[config.mk]
export PLATFORM = sky130hd
export DESIGN_NAME = raster_timer
export DESIGN_NICKNAME = d
export VERILOG_FILES = /design/src/rtl/raster_pkg.sv /design/src/rtl/raster_rst_sync.sv /design/src/rtl/raster_counters.sv /design/src/rtl/raster_vblank_ctrl.sv /design/src/rtl/raster_status_port.sv /design/src/rtl/raster_timer.sv
export SDC_FILE = /design/constraint.sdc
export NUM_CORES = 1
export LEC_CHECK = 0
export CAP_MARGIN = 20
export CORE_MARGIN = 2
export CORE_UTILIZATION = 40
export DETAILED_ROUTE_END_ITERATION = 10
export GPL_TIMING_DRIVEN = 0
export PLACE_DENSITY = 0.77
export SLEW_MARGIN = 20
export SYNTH_ARGS = -nofsm -noshare
export SYNTH_HDL_FRONTEND = slang
export SYNTH_HIERARCHICAL = 1
export SYNTH_SLANG_ARGS = --single-unit
[constraint.sdc]
create_clock -name clk -period 1.6 [get_ports clk]
set_input_delay 0.24 -clock clk [delete_from_list [all_inputs] [get_ports clk]]
set_output_delay 0.24 -clock clk [all_outputs]
set_load 0.1 [all_outputs]
[src/rtl/raster_pkg.sv]
package raster_pkg;
  localparam logic [15:0] ADDR_NMI_CTRL = 16'h4200;
  localparam logic [15:0] ADDR_VB_STAT  = 16'h4210;
  localparam logic [15:0] ADDR_HV_STAT  = 16'h4212;
  localparam int NMI_EN_BIT  = 7;
  localparam int VB_FLAG_BIT = 7;
  localparam int HB_FLAG_BIT = 6;
endpackage

[src/rtl/raster_rst_sync.sv]
module raster_rst_sync #(
  parameter int STAGES = 2
) (
  input  logic clk,
  input  logic rst_n,
  output logic rst_n_sync
);
  logic [STAGES-1:0] sync_q;

  always_ff @(posedge clk or negedge rst_n) begin
    if (!rst_n) sync_q <= '0;
    else        sync_q <= {sync_q[STAGES-2:0], 1'b1};
  end

  assign rst_n_sync = sync_q[STAGES-1];
endmodule

[src/rtl/raster_counters.sv]
module raster_counters #(
  parameter int DOT_LAST   = 340,
  parameter int LINE_COUNT = 260,
  parameter int VB_LINE    = 225,
  parameter int FRAME_W    = 32,
  localparam int DOT_W  = $clog2(DOT_LAST + 1),
  localparam int LINE_W = $clog2(LINE_COUNT)
) (
  input  logic               clk,
  input  logic               rst_n,
  input  logic               tick,
  output logic [DOT_W-1:0]   dot,
  output logic [LINE_W-1:0]  line,
  output logic [FRAME_W-1:0] frame,
  output logic               enter_vb,
  output logic               frame_wrap
);
  localparam logic [DOT_W-1:0]  DOT_MAX   = DOT_W'(DOT_LAST);
  localparam logic [LINE_W-1:0] LINE_MAX  = LINE_W'(LINE_COUNT - 1);
  localparam logic [LINE_W-1:0] LINE_PRE  = LINE_W'(VB_LINE - 1);

  logic [DOT_W-1:0]   dot_d;
  logic [LINE_W-1:0]  line_d;
  logic [FRAME_W-1:0] frame_d;
  logic               line_end;

  always_comb begin
    line_end   = tick && (dot == DOT_MAX);
    enter_vb   = line_end && (line == LINE_PRE);
    frame_wrap = line_end && (line == LINE_MAX);
    dot_d   = dot;
    line_d  = line;
    frame_d = frame;
    if (tick) begin
      if (line_end) begin
        dot_d = '0;
        if (frame_wrap) begin
          line_d  = '0;
          frame_d = frame + 1'b1;
        end else begin
          line_d = line + 1'b1;
        end
      end else begin
        dot_d = dot + 1'b1;
      end
    end
  end

  always_ff @(posedge clk or negedge rst_n) begin
    if (!rst_n) begin
      dot   <= '0;
      line  <= '0;
      frame <= '0;
    end else begin
      dot   <= dot_d;
      line  <= line_d;
      frame <= frame_d;
    end
  end

  assert_dot_range_R2: assert property (@(posedge clk) disable iff (!rst_n)
    dot <= DOT_MAX);

  assert_hold_no_tick_R2: assert property (@(posedge clk) disable iff (!rst_n)
    !tick |=> ($stable(dot) && $stable(line) && $stable(frame)));

  assert_line_step_R2: assert property (@(posedge clk) disable iff (!rst_n)
    (tick && dot == DOT_MAX && line != LINE_MAX) |=> (dot == '0 && line == $past(line) + 1'b1));

  assert_frame_wrap_R5: assert property (@(posedge clk) disable iff (!rst_n)
    (tick && dot == DOT_MAX && line == LINE_MAX) |=> (line == '0 && frame == $past(frame) + 1'b1));
endmodule

[src/rtl/raster_vblank_ctrl.sv]
module raster_vblank_ctrl #(
  parameter int VB_LINE = 225,
  parameter int LINE_W  = 9
) (
  input  logic              clk,
  input  logic              rst_n,
  input  logic              enter_vb,
  input  logic              frame_wrap,
  input  logic              cpu_we,
  input  logic [15:0]       cpu_addr,
  input  logic [7:0]        cpu_wdata,
  input  logic [LINE_W-1:0] line,
  output logic              vblank,
  output logic              frame_end,
  output logic              nmi_req
);
  import raster_pkg::*;

  logic nmi_en, nmi_en_d;
  logic vblank_d, frame_end_d, nmi_req_d;

  always_comb begin
    nmi_en_d = nmi_en;
    if (cpu_we && cpu_addr == ADDR_NMI_CTRL) nmi_en_d = cpu_wdata[NMI_EN_BIT];
    vblank_d = vblank;
    if (enter_vb)        vblank_d = 1'b1;
    else if (frame_wrap) vblank_d = 1'b0;
    frame_end_d = enter_vb;
    nmi_req_d   = enter_vb && nmi_en;
  end

  always_ff @(posedge clk or negedge rst_n) begin
    if (!rst_n) begin
      nmi_en    <= 1'b0;
      vblank    <= 1'b0;
      frame_end <= 1'b0;
      nmi_req   <= 1'b0;
    end else begin
      nmi_en    <= nmi_en_d;
      vblank    <= vblank_d;
      frame_end <= frame_end_d;
      nmi_req   <= nmi_req_d;
    end
  end

  assert_vblank_tracks_line_R3: assert property (@(posedge clk) disable iff (!rst_n)
    vblank == (line >= LINE_W'(VB_LINE)));

  assert_frame_end_at_entry_R3: assert property (@(posedge clk) disable iff (!rst_n)
    frame_end |-> (vblank && line == LINE_W'(VB_LINE)));

  assert_nmi_single_R4: assert property (@(posedge clk) disable iff (!rst_n)
    nmi_req |=> !nmi_req);

  assert_nmi_with_entry_R4: assert property (@(posedge clk) disable iff (!rst_n)
    nmi_req |-> frame_end);
endmodule

[src/rtl/raster_status_port.sv]
module raster_status_port #(
  parameter int DOT_W   = 9,
  parameter int LINE_W  = 9,
  parameter int VB_LINE = 225,
  parameter int HB_LOW  = 'h15,
  parameter int HB_HIGH = 'h121
) (
  input  logic [15:0]       cpu_addr,
  input  logic [DOT_W-1:0]  dot,
  input  logic [LINE_W-1:0] line,
  input  logic              vblank,
  output logic [7:0]        cpu_rdata
);
  import raster_pkg::*;

  logic in_hblank, in_vb_lines;

  always_comb begin
    in_hblank   = (dot >= DOT_W'(HB_HIGH)) || (dot <= DOT_W'(HB_LOW));
    in_vb_lines = (line >= LINE_W'(VB_LINE));
    cpu_rdata   = 8'h00;
    unique case (cpu_addr)
      ADDR_VB_STAT: cpu_rdata[VB_FLAG_BIT] = vblank;
      ADDR_HV_STAT: begin
        cpu_rdata[VB_FLAG_BIT] = in_vb_lines;
        cpu_rdata[HB_FLAG_BIT] = in_hblank;
      end
      default: cpu_rdata = 8'h00;
    endcase
  end

  always_comb begin
    if (cpu_addr != ADDR_VB_STAT && cpu_addr != ADDR_HV_STAT)
      assert_unserved_zero_R8: assert (cpu_rdata == 8'h00);
  end
endmodule

[src/rtl/raster_timer.sv]
module raster_timer #(
  parameter int DOT_LAST   = 340,
  parameter int LINE_COUNT = 260,
  parameter int VB_LINE    = 225,
  parameter int HB_LOW     = 'h15,
  parameter int HB_HIGH    = 'h121,
  parameter int FRAME_W    = 32,
  localparam int DOT_W  = $clog2(DOT_LAST + 1),
  localparam int LINE_W = $clog2(LINE_COUNT)
) (
  input  logic               clk,
  input  logic               rst_n,
  input  logic               tick,
  input  logic [15:0]        cpu_addr,
  input  logic               cpu_we,
  input  logic [7:0]         cpu_wdata,
  output logic [7:0]         cpu_rdata,
  output logic [DOT_W-1:0]   dot,
  output logic [LINE_W-1:0]  line,
  output logic [FRAME_W-1:0] frame,
  output logic               vblank,
  output logic               frame_end,
  output logic               nmi_req
);
  logic rst_n_sync;
  logic enter_vb, frame_wrap;

  raster_rst_sync #(.STAGES(2)) u_rst (
    .clk(clk), .rst_n(rst_n), .rst_n_sync(rst_n_sync)
  );

  raster_counters #(
    .DOT_LAST(DOT_LAST), .LINE_COUNT(LINE_COUNT), .VB_LINE(VB_LINE), .FRAME_W(FRAME_W)
  ) u_cnt (
    .clk(clk), .rst_n(rst_n_sync), .tick(tick),
    .dot(dot), .line(line), .frame(frame),
    .enter_vb(enter_vb), .frame_wrap(frame_wrap)
  );

  raster_vblank_ctrl #(.VB_LINE(VB_LINE), .LINE_W(LINE_W)) u_vb (
    .clk(clk), .rst_n(rst_n_sync),
    .enter_vb(enter_vb), .frame_wrap(frame_wrap),
    .cpu_we(cpu_we), .cpu_addr(cpu_addr), .cpu_wdata(cpu_wdata),
    .line(line), .vblank(vblank), .frame_end(frame_end), .nmi_req(nmi_req)
  );

  raster_status_port #(
    .DOT_W(DOT_W), .LINE_W(LINE_W), .VB_LINE(VB_LINE), .HB_LOW(HB_LOW), .HB_HIGH(HB_HIGH)
  ) u_stat (
    .cpu_addr(cpu_addr), .dot(dot), .line(line), .vblank(vblank), .cpu_rdata(cpu_rdata)
  );
endmodule

==> metrics.cfg, run 1 <==
[outcome]
status=finished with violations
violations=negative setup slack

[routing]
vias=2535
drtIter0Drc=136
wl_um=8070
viasPerCell=5.17
drc=0
drtPass1Iterations=4
final_antenna_net_count=0
wl_per_cell_um=16.5

[timing]
post-route-period-util_pct=133
min_period_ps=2130
setup_viol=43
final_max_slew_viol_count=0
grt_setup_unrepaired=yes
fmax_ghz=0.470
fin_skew_ps=10.5
setup_ws_ps=-528
relSlewSlack_pct=53.9
tns_ps=-11310
tightest_slew_ps=691
hold_viol_final=0

[synth]
syn_area_per_cell_sq_um=10.6
async_reset_ff_share_pct=100
synth_edf_count=0
synth-seq-cells=56
synth_cell_types=44
yosysSeqAreaShare_pct=48.6
synth_top_flop_cell=dfrtp_1
syn-cell-area_sq_um=2880
netlist_instances=272
yosys_warnings=6

[cells_and_area]
n_antenna_cell=0
syn2layout_area_growth_pct=62.7
nNetsFinal=426
final_util_pct=68.3
drive_gt1_share_pct=55.8
nFillCells=518

[placed_design]
gp_congestion=0.777
io_buffers=74
hpwl_um=5060

[clocking]
clock_sinks=56
insertion_delay_ps=310
cts_buffers=5
cts.path.max_buffers=2
clkSlewWorstSetupHoldPaths_ps=100
root_buffer=clkbuf_8
htreeDepth=2
cts_tree=yes

[setup_path]
rr_worst_depth=6
critPathArrivalTime_ps=1890
path_class=reg -> out
r2r_end=u_cnt/frame[25]
path_max_fanout=3
critPathLaunchType=flop
required_ps=1360
r2r_slack_ps=-490
end_kind=output port
rr_startpoint=u_cnt/line[0]

[power_and_ir_drop]
peakVddDrop_uv=932
clockPowerShare_pct=23.6
comb_power_share_pct=29.1
power_density_nw_per_um2=743
seq_power_share_pct=47.3
static-leakage-power_nw=2.09
p_int_w=0.00214
p_sw_w=0.00135
switching_share_pct=38.7

[die]
rows=30
io_pins=89
dieArea_sq_um=7900
die_h_um=88.9
start_util_pct=42.0
die_x_um=88.9
design.core.area_sq_um=6870

[global_routing]
grt_max_degree=55
grt.overflow.total=0
grt_antenna_before_repair=0
grt_pass1_wl_um=12600
grtUsageTotal_pct=20.6
grt_pass1_vias=2564

[worst_hold_path]
worstHoldPathType=in -> async

[job]
maxCapViolations=0

synth_stat cells (all sizes together) (4+ instances only):
master	n	area (sq um)
dfrtp	56	1400
nand3	24	120
nand2	22	85.1
xnor2	22	193
xor2	22	193
nor2	20	75.1
nand4	17	121
and3	11	68.8
buf	10	80.1
nor3	9	45.0
inv	8	30.0
nor4	8	90.1
ha	5	62.6
nor4b	5	65.1
o21ai	5	25.0
and4	4	35.0
critical path, stage by stage (launching register included):
cell       delay (ps)
dfrtp_2           440
or4_4             550
o2111ai_4         250
a311oi_4          150
buf_12            190
cells by family after synthesis:
| kind of cell | after synthesis | synth area share [%] |
|---|---|---|
| compound gates | 12 | 2.95 |
| xor+xnor | 44 | 13.4 |
| fa+ha+maj | 5 | 2.17 |
| buf+inv | 21 | 4.21 |
| flops | 56 | 48.6 |
| mux | 1 | 0.391 |
| other cells | 2 | 0.261 |
| simple gates | 131 | 28.0 |
registers in the layout (all words and copies together), names as in the netlist:
signal,cells
u_vb/frame_end,1
u_cnt/dot,9
u_vb/nmi_en,1
u_vb/nmi_req,1
u_cnt/line,9
u_cnt/frame,32
u_rst/sync_q,2
u_vb/vblank,1
layout by cell type (no fill, tap or decap), drive strengths merged, types with 9 or more instances in the layout:
cell | synthesis | final
nor2 | 20 | 20
nand3 | 24 | 24
buf | 10 | 60
clkdlybuf4s15 | 0 | 36
clkdlybuf4s50 | 0 | 18
nand2 | 22 | 22
xor2 | 22 | 22
dfrtp | 56 | 56
and3 | 11 | 11
nor3 | 9 | 9
xnor2 | 22 | 22
nand4 | 17 | 17
layer usage:
metal,vias up,global-route usage [%],routed length (um)
met3,8,3.23,271
met4,0,5.51,92
li1,1200,-,-
met1,1276,27.2,3480
met2,51,35.5,4230
met5,-,0,0
timing repair:
action,in CTS,in global routing
hold buffers,0,0
pin swaps,30,27
setup endpoints to repair,101,62
gates resized for setup,233,48
setup buffers,28,14
final cells by class:
class | instances | area [sq um] | area share (%)
Buffer | 11 | 85.1 | 1.81
Clock buffer | 6 | 82.6 | 1.76
Clock inverter | 2 | 15.0 | 0.320
Inverter | 8 | 32.5 | 0.694
Multi-Input combinational cell | 200 | 1770 | 37.8
Sequential cell | 56 | 1460 | 31.2
Tap cell | 96 | 120 | 2.56
Timing Repair Buffer | 111 | 1120 | 23.9
power groups by stage:
stage                     sequential, W  combinational, W  clock (W)
final                           0.00165           0.00101   0.000823
after global routing            0.00167           0.00106   0.000894
after CTS                       0.00166           0.00102   0.000851
after detailed placement        0.00169          0.000949          0
after global placement          0.00169          0.000940          0
after floorplan                 0.00211          0.000265          0
per-stage QoR:
stage / setup WS (ps) / power [W] / cells / cell area (sq um) / hold WS (ps)
floorplan: -875 / 0.00238 / 277 / 3120 / -55.6
global placement: -1410 / 0.00263 / 447 / 3980 / 337
detailed placement: -1510 / 0.00264 / 447 / 3990 / 336
CTS: -549 / 0.00352 / 482 / 4540 / 78.8
global route: -579 / 0.00362 / 490 / 4690 / 89.4
finish: -528 / 0.00348 / 490 / 4690 / 88.9
worst max-delay path by stage:
stage | from | to | slack, ps | cells after the start
CTS | u_cnt/line[4] | cpu_rdata[7] | -550 | 4
finish | u_cnt/line[4] | cpu_rdata[7] | -530 | 4
global placement | cpu_addr[0] | cpu_rdata[7] | -1410 | 5
floorplan | u_cnt/dot[5] | cpu_rdata[6] | -880 | 3
detailed placement | cpu_addr[5] | cpu_rdata[7] | -1510 | 5
global route | cpu_addr[8] | cpu_rdata[7] | -580 | 6
Power figures use the tool's default switching activity.
==> run 2: changes to the inputs <==
==> constraint.sdc (replaced) <==
create_clock -name clk -period 1.6 [get_ports clk]
set_input_delay 0.32 -clock clk [delete_from_list [all_inputs] [get_ports clk]]
set_output_delay 0.32 -clock clk [all_outputs]
set_load 0.1 [all_outputs]
==> run 2 against run 1 <==
The flow still finishes with violations (negative setup slack). Total power is 0.59% lower. Die area stayed put. Clock skew is 0.77 ps lower. Via count is 0.87% lower. Setup slack worse by 56 ps. Count of clock-buffer cells in the layout stayed put. Utilization is 3.0 points lower. Combinational power hardly changed. Routed wire length is 0.98% lower. Critical path depth stayed put. Largest power group unchanged. Highest routed layer unchanged.
==> metrics.cfg, run 2 (synthesis gave the netlist of run 1 again) <==
[die]
start_util_pct=42.0  ; unchanged
die_h_um=88.9  ; unchanged
design.core.area_sq_um=6870  ; unchanged
dieArea_sq_um=7900  ; unchanged
io_pins=89  ; unchanged
rows=30  ; unchanged
die_x_um=88.9  ; unchanged

[cells_and_area]
nNetsFinal=425  ; was 426
final_cell_mix=buf_2, dfrtp_2, buf_4  ; was dfrtp_2, clkdlybuf4s15_2, buf_4
n_antenna_cell=0  ; unchanged
drive_gt1_share_pct=55.7  ; was 55.8%
syn2layout_area_growth_pct=55.5  ; was 62.7%
multi_input_area_sq_um=1780  ; was 1770 sq um
largest_reg_flops=32  ; unchanged
top_regs=u_cnt/frame x32, u_cnt/dot x9, u_cnt/line x9  ; unchanged
regArea_sq_um=1460  ; unchanged
nFillCells=551  ; was 518
finalNonFillerCells=489  ; was 490
top_register=u_cnt/frame  ; unchanged

[timing]
tns_ps=-11240  ; was -11310 ps
relSlewSlack_pct=53.8  ; was 53.9%
min_period_ps=2180  ; was 2130 ps
grt_setup_unrepaired=yes  ; unchanged
setup_viol=41  ; was 43
setup_ws_ps=-584  ; was -528 ps
fin_skew_ps=9.68  ; was 10.5 ps
tightest_slew_ps=693  ; was 691 ps
fmax_ghz=0.458  ; was 0.470 GHz
post-route-period-util_pct=137  ; was 133%
final_max_slew_viol_count=0  ; unchanged
hold_viol_final=0  ; unchanged

[placed_design]
hpwl_um=5060  ; unchanged
gp_congestion=0.777  ; unchanged
dp.cells=447  ; unchanged
io_buffers=74  ; unchanged

[routing]
vias=2513  ; was 2535
wl_um=7990  ; was 8070 um
drtPass1Iterations=4  ; unchanged
viasPerCell=5.14  ; was 5.17
drtIter0Drc=153  ; was 136
wl_per_cell_um=16.3  ; was 16.5 um
final_antenna_net_count=0  ; unchanged
drc=0  ; unchanged

[global_routing]
grt_pass1_wl_um=12600  ; about the same
grt.overflow.total=0  ; unchanged
grt_max_degree=55  ; unchanged
grt_pass1_vias=2508  ; was 2564
grt_antenna_before_repair=0  ; unchanged
grtUsageTotal_pct=20.7  ; was 20.6%

[setup_path]
r2r_slack_ps=-450  ; was -490 ps
endpoint=cpu_rdata[7]  ; unchanged
path_max_fanout=3  ; unchanged
critPathLaunchType=flop  ; unchanged
rr_worst_depth=7  ; was 6
r2r_end=u_cnt/frame[25]  ; unchanged
required_ps=1280  ; was 1360 ps
end_kind=output port  ; unchanged
critPathArrivalTime_ps=1860  ; was 1890 ps
rr_startpoint=u_cnt/line[4]  ; was u_cnt/line[0]
crit_start=u_cnt/line[2]  ; was u_cnt/line[4]
path_class=reg -> out  ; unchanged

[clocking]
hold_buffers=0  ; unchanged
cts_buffers=5  ; unchanged
clock_sinks=56  ; unchanged
clkSlewWorstSetupHoldPaths_ps=100  ; about the same
cts.path.max_buffers=2  ; unchanged
insertion_delay_ps=310  ; about the same
htreeDepth=2  ; unchanged
cts_tree=yes  ; unchanged
root_buffer=clkbuf_8  ; unchanged

[outcome]
status=finished with violations  ; unchanged
violations=negative setup slack  ; unchanged

[job]
maxCapViolations=0  ; unchanged

[power_and_ir_drop]
static-leakage-power_nw=2.25  ; was 2.09 nW
power_density_nw_per_um2=772  ; was 743 nW/um^2
peakVddDrop_uv=916  ; was 932 uV

[worst_hold_path]
worstHoldPathType=in -> async  ; unchanged

-- run 2: metrics by stage --
step           instance area (sq um)  util, %  setup slack (ps)  hold slack (ps)  power [W]
2_1_floorplan                   3120        -              -955             24.4    0.00238
3_3_place_gp                    3980     58.0             -1570              337    0.00263
3_5_place_dp                    3990     58.0             -1670              336    0.00264
4_1_cts                         4350     63.4              -613              159    0.00347
5_1_grt                         4480     65.3              -636              167    0.00362
6_report                        4480     65.3              -584              169    0.00346
-- run 2: per-layer routing --
layer | part of all wire (%) | GRT usage [%]
met5 | 0 | 0
met1 | 43 | 28.2
met3 | 3.9 | 3.14
met4 | 1.8 | 6.20
met2 | 52 | 34.3
-- run 2: layout make-up --
cell class,count,area share [%]
timing repair buffer,110,20.1
multi-input combinational,200,39.7
sequential,56,32.6
buffer,11,1.90
inverter,8,0.781
clock inverter,2,0.335
tap,96,2.68
clock buffer,6,1.84
-- run 2: where the power goes --
group | internal, W | switching (W) | leakage, nW
combinational | 0.000268 | 0.000733 | 1.52
sequential | 0.00149 | 0.000151 | 0.683
clock | 0.000352 | 0.000466 | 0.0434
-- run 2: worst min path at each step --
stage                                from         endpoint  cells past startpoint
after floorplan                     rst_n  u_rst/sync_q[0]                      0
after global placement    u_rst/sync_q[0]  u_rst/sync_q[1]                      0
after detailed placement  u_rst/sync_q[0]  u_rst/sync_q[1]                      0
after CTS                           rst_n  u_rst/sync_q[1]                      1
after global routing                rst_n  u_rst/sync_q[1]                      1
final                               rst_n  u_rst/sync_q[1]                      1
-- run 2: repair_timing --
action	CTS	global route
pin swaps	35	28
setup endpoints to repair	101	67
resized for setup	302	58
setup buffers	27	10
-- run 2: worst max-delay path: stages, from the launching register on --
cell	delay, ps
dfrtp_2	440
or4_4	530
o2111ai_4	250
a311oi_4	150
buf_12	190
